[src/rtl/trk_verify.sv]
module trk_verify #(
  parameter int TRK_W     = 8,
  parameter int REV_LIMIT = 5
) (
  input  logic             clk,
  input  logic             rst_n,
  input  logic             start,
  input  logic             vfy,
  input  logic             settle_done,
  input  logic             index,
  input  logic             id_valid,
  input  logic [TRK_W-1:0] id_track,
  input  logic             id_crc_ok,
  input  logic [TRK_W-1:0] track_reg,
  output logic             busy,
  output logic             done,
  output logic             crc_err,
  output logic             seek_err
);
  localparam int CNT_W = $clog2(REV_LIMIT + 2);

  typedef enum logic [1:0] {S_IDLE, S_SETTLE, S_CHECK} st_t;

  st_t              st;
  logic [CNT_W-1:0] revs;
  logic             idx_q;

  wire in_chk   = (st == S_CHECK);
  wire idx_rise = index & ~idx_q;
  wire id_hit   = in_chk & id_valid & (id_track == track_reg);
  wire good     = id_hit & id_crc_ok;
  wire last_rev = in_chk & idx_rise & (revs == CNT_W'(REV_LIMIT));

  assign busy = (st != S_IDLE);

  always_ff @(posedge clk or negedge rst_n) begin
    if (!rst_n) begin
      st       <= S_IDLE;
      revs     <= '0;
      idx_q    <= 1'b0;
      done     <= 1'b0;
      crc_err  <= 1'b0;
      seek_err <= 1'b0;
    end else begin
      idx_q <= index;
      done  <= 1'b0;
      if (start) begin
        crc_err  <= 1'b0;
        seek_err <= 1'b0;
        revs     <= '0;
        st       <= vfy ? S_SETTLE : S_IDLE;
      end else begin
        case (st)
          S_SETTLE: if (settle_done) st <= S_CHECK;
          S_CHECK: begin
            if (id_hit && !id_crc_ok) crc_err <= 1'b1;
            if (good) begin
              done <= 1'b1;
              st   <= S_IDLE;
            end else if (last_rev) begin
              seek_err <= 1'b1;
              done     <= 1'b1;
              st       <= S_IDLE;
            end else if (idx_rise) begin
              revs <= revs + 1'b1;
            end
          end
          default: ;
        endcase
      end
    end
  end
endmodule

[config.mk]
export PLATFORM = sky130hd
export DESIGN_NAME = trk_verify
export DESIGN_NICKNAME = d
export VERILOG_FILES = /design/src/rtl/trk_verify.sv
export SDC_FILE = /design/constraint.sdc
export NUM_CORES = 1
export LEC_CHECK = 0
export BUFFER_PORTS_ARGS = -buffer_cell sky130_fd_sc_hd__buf_2
export CAP_MARGIN = 25
export CORE_MARGIN = 2
export CORE_UTILIZATION = 39
export CTS_CLUSTER_DIAMETER = 60
export DETAILED_ROUTE_END_ITERATION = 12
export HOLD_SLACK_MARGIN = 0.05
export PLACE_DENSITY = 0.83
export RECOVER_POWER = 100
export SYNTH_ARGS = -nofsm -noshare
export SYNTH_HDL_FRONTEND = slang
export SYNTH_SLANG_ARGS = --single-unit
[constraint.sdc]
create_clock -name clk -period 2.1 [get_ports clk]
set_clock_uncertainty 0.2 [all_clocks]
set_input_delay 0.315 -clock clk [delete_from_list [all_inputs] [get_ports clk]]
set_output_delay 0.315 -clock clk [all_outputs]
set_load 0.02 [all_outputs]
# Word level (Yosys, flattened, before mapping)
# Index checks and enable logic that the tools add are counted.
op_classes:
  reduce_logical: 12
  eq_ne: 8
  addsub: 1
  bitwise: 7
  muxes: 22
op_table:
  columns: ["op", "n"]
  rows:
  - ["$mux W3", 5]
  - ["$mux W1", 12]
  - ["$reduce_bool A2 Y1", 5]
  - ["$eq A8 B8 Y1", 1]
  - ["$mux W2", 4]
  - ["$and A1 B1 Y1", 6]
  - ["$reduce_and A3 Y1", 2]
  - ["$ne A2 B2 Y1 const B", 2]
  - ["$ne A4 B2 Y1 const B", 1]
  - ["$pmux W2 S2", 1]
  - ["$reduce_and A4 Y1", 1]
  - ["$add A3 B1 Y3 const B", 1]
  - ["$eq A3 B3 Y1 const B", 1]
  - ["$ne A3 B3 Y1 const B", 1]
  - ["$reduce_bool A3 Y1", 1]
  - ["$eq A2 B1 Y1 const B", 1]
  - ["$eq A2 B2 Y1 const B", 1]
  - ["$reduce_and A2 Y1", 1]
  - ["$logic_and A1 B1 Y1", 1]
  - ["$logic_not A1 Y1", 1]
  - ["$not A1 Y1", 1]
word_totals:
  regBits: 9
  output_inout_bits: 4
  inputBits: 24
  elab_cells: 56

# Depth between registers and ports, before layout
depth:
  depth_word: 8
  depth_mapped: 6
  depth_no_buf: 6

# Worst setup path before layout
# OpenSTA, ideal clock, no wires.
synth_timing:
  path_kind: "register to register"
  from: "register st[0]"
  to: "register revs[0]"
  t_required_ps: 1775
  stages_incl_launch_ff: 6
  arrival_time_ps: 1622
  n_path_buf: 0
  synth_period_minus_slack_ps: 1947
  setup_slack_ps: 153
  path_cell_list: "dfrtp_1 > nand2b_4 > a211o_1 > nor4_4 > nor2_2 > mux2_4"
synth_between:
  elab_chain_len: 6
  elab_cells_between_ends: 10
  cone_classes: "3 x eq/ne; 5 x bitwise; 2 x reduce/logical"
synth_lines:
  columns: ["item", "line", "source"]
  rows:
  - ["start, declared", "24", "st_t st;"]
  - ["start signal, assigned", "51", "st <= vfy ? S_SETTLE : S_IDLE;"]
  - ["$eq A2 B2 Y1 (*)", "28, 53", null]
  - ["$and A1 B1 Y1 (2 in a row)", "30", "wire id_hit = in_chk & id_valid & (id_track == track_reg);"]
  - ["$and A1 B1 Y1", "31", "wire good = id_hit & id_crc_ok;"]
  - ["$ne A2 B2 Y1 (no source line)", null, null]
  - ["$reduce_and A4 Y1 (no source line) (*)", null, null]
  - ["end signal, assigned", "65", "revs <= revs + 1'b1;"]
  - ["end, declared", "25", "logic [CNT_W-1:0] revs;"]
# Every way passes the cells marked *; elsewhere a longest branch is shown, timed or not.
# A chain may end at the register's enable or synchronous reset.

# Worst setup path after layout
layout_timing:
  from: "input index"
  to: "register revs[0]"
layout_between:
  elab_chain_len: 5
  elab_cells_between_ends: 6
  cone_classes: "1 x eq/ne; 3 x bitwise; 2 x reduce/logical"
layout_lines:
  columns: ["item", "line", "source"]
  rows:
  - ["start, declared", "10", "input logic index,"]
  - ["$and A1 B1 Y1 (*)", "29", "wire idx_rise = index & ~idx_q;"]
  - ["$and A1 B1 Y1 (2 in a row)", "32", "wire last_rev = in_chk & idx_rise & (revs == CNT_W'(REV_LIMIT));"]
  - ["$ne A2 B2 Y1 (no source line)", null, null]
  - ["$reduce_and A4 Y1 (no source line) (*)", null, null]
# Marked as above.

==> flow_summary.json <==
{
  "relSlewSlack": 0.665,
  "dieArea_mm2": 0.00177,
  "ir_drop_mv": 0.301,
  "synth_edf_count": 0,
  "cp_top_family": "buffers and inverters",
  "first_pass_iters": 4,
  "cts_buffers": 3,
  "async_reset_ff_frac": 1.00,
  "io_pins": 28,
  "fp.dieW_um": 42.1,
  "p_leak_nw": 0.345,
  "fin_crit_ns": 1.98,
  "clkTransAtPathRegs_ns": 0.06,
  "synth_most_common_cell": "dfrtp_1",
  "startpoint": "index",
  "max-clock-path-buffers": 2,
  "power_density_mw_per_mm2": 511,
  "hold_ws_ns": 0.0952,
  "end_kind": "flip-flop",
  "cp-start-kind": "input port",
  "dp_hpwl_um": 1110,
  "holdBufCountCts": 2,
  "fin_nets": 119,
  "cp_max_fo": 4,
  "fp.coreArea_mm2": 0.00133,
  "synth_top_area_frac": 0.398,
  "gp_congestion": 0.752,
  "critPathRequiredTime_ns": 2.05,
  "r2r_start": "st[0]",
  "cts_root_buffer": "clkbuf_4",
  "routed_wirelength_um": 1370,
  "num_antenna_cells": 0,
  "p_total_mw": 0.385,
  "timing_worst_setup_path_type": "input port to flip-flop",
  "synth.cell_area_um2": 566,
  "clk_latency_ns": 0.26,
  "cpMaxStageDelayCell": "dlygate4sd3_1",
  "cts_resized": 0,
  "crit_buf_inv": 2,
  "drive_above_1_share": 0.337,
  "ys_seq_area_frac": 0.398,
  "yosys_register_bits": 9,
  "synthCells": 59,
  "vias": 557,
  "path_cells": "dlygate4sd3_1, buf_2, nor3b_1, nand2_1, nor2_2, mux2_4",
  "synthTopCellsByCount": "9 x dfrtp_1, 6 x xnor2_1, 5 x nand2_1, 5 x nor2_1, 4 x inv_1",
  "hp-start": "vfy",
  "grt_pass1_wl_um": 2320,
  "drc": 0,
  "tightest_slew_ns": 0.503,
  "synthTopCellsByArea": "dfrtp_1 40%, xnor2_1 9.3%, ha_1 4.4%",
  "ant_nets": 0,
  "synthToLayoutAreaGrowth_pct": 33.4,
  "die_h_um": 42.1,
  "status": "complete, no violations",
  "fin_tns_setup_ns": 0,
  "avgRoutedWirePerCell_um": 12.8,
  "slew_viol_final": 0,
  "maxCapViolations": 0,
  "antenna_found_initial": 0,
  "timing.fmax_mhz": 505,
  "max_stage_delay_ns": 0.54,
  "yosysUniqueCellTypes": 26,
  "fin_area_um2": 754,
  "grt_overflow": 0,
  "grt_max_degree": 12,
  "hold_path_class": "input port to flip-flop",
  "period_share": 0.943,
  "viasPerCell": 5.21,
  "avgSynthCellArea_um2": 9.59,
  "rsz0062_at_grt": "no",
  "drt_iter0_drc": 14,
  "io_buffers": 27,
  "final_hold_viol_count": 0,
  "final-setup-viol-count": 0,
  "grtUsageTotal": 0.180,
  "rows": 13,
  "synth.net_count": 85,
  "synth_warnings": 0,
  "synth_largest_area_cell": "dfrtp_1",
  "fin_util": 0.566,
  "cts_tree": "built",
  "clock_sinks": 9,
  "place_area_um2": 723,
  "cts_setup_buffers": 0,
  "htreeDepth": 1,
  "grt_pass1_vias": 556,
  "crit_arrival_ns": 1.93,
  "synth-main-ff-cell": "dfrtp_1",
  "start_util": 0.424
}
## registers in the layout, summed over array words and instances, names as in the netlist
name and flops:
st 2, revs 3, idx_q 1, seek_err 1, done 1, crc_err 1
## logic make-up after synthesis
family,count (synthesis),synth area share
xor gates and xnor gates,7,0.108
buffers and inverters,5,0.0332
adders and majority gates,2,0.0442
DFF,9,0.398
muxes,1,0.0265
AOI/OAI and AO/OA,10,0.111
and+or+nand+nor,25,0.279
## per-layer routing
metal	GRT usage	part of all wire
met2	0.341	0.57
met4	0.0750	0.021
met1	0.173	0.35
met5	0	0
met3	0.0647	0.053
## report_power, final
group | internal [mW] | leakage, nW | switching, mW
Sequential | 0.178 | 0.121 | 0.00415
Combinational | 0.0367 | 0.208 | 0.0337
Clock | 0.0732 | 0.0150 | 0.0601
Total | 0.288 | 0.345 | 0.0979
## area by class of cell
type | instances | area [um^2]
flip-flops and latches | 9 | 225
multi-input cells | 45 | 313
inverters | 4 | 15.0
clock buffers | 4 | 26.3
fillers | 130 | 579
well taps | 15 | 18.8
repair buffers | 30 | 156
## worst reg2reg max path, stage by stage (launching register included)
cell	delay (ns)
dfrtp_1	0.39
nand2b_4	0.16
a211o_1	0.30
nor4_2	0.38
buf_4	0.21
nor4b_1	0.06
nor3b_1	0.18
## cells in the final DEF, fill, tap and decap left out, types with 3 or more instances in the layout
master / Yosys / final
nand2_1: 5 / 5
o21ai_0: 3 / 3
nor2_1: 5 / 5
buf_2: 0 / 22
clkbuf_4: 0 / 3
a21oi_1: 3 / 3
inv_1: 4 / 4
dfrtp_1: 9 / 9
clkbuf_1: 1 / 6
xnor2_1: 6 / 6
## worst paths after layout
| kind | cells past startpoint | to | slack [ns] |
|---|---|---|---|
| max in group asynchronous | 2 | crc_err | 1.03 |
| hold / removal | 3 | st[0] | 0.1 |
| hold reg to reg | 2 | crc_err | 0.30 |
| setup reg to reg | 6 | revs[2] | 0.13 |
| setup / recovery | 6 | revs[0] | 0.12 |
| min in group asynchronous | 2 | seek_err | 0.33 |
## metrics by stage
step,instances,worst slack [ns]
floorplan,59,0.153
global route,107,0.0255
CTS,107,0.143
global placement,101,0.236
finish,107,0.120
detailed placement,101,0.162
(Power assumes the default switching activity.)
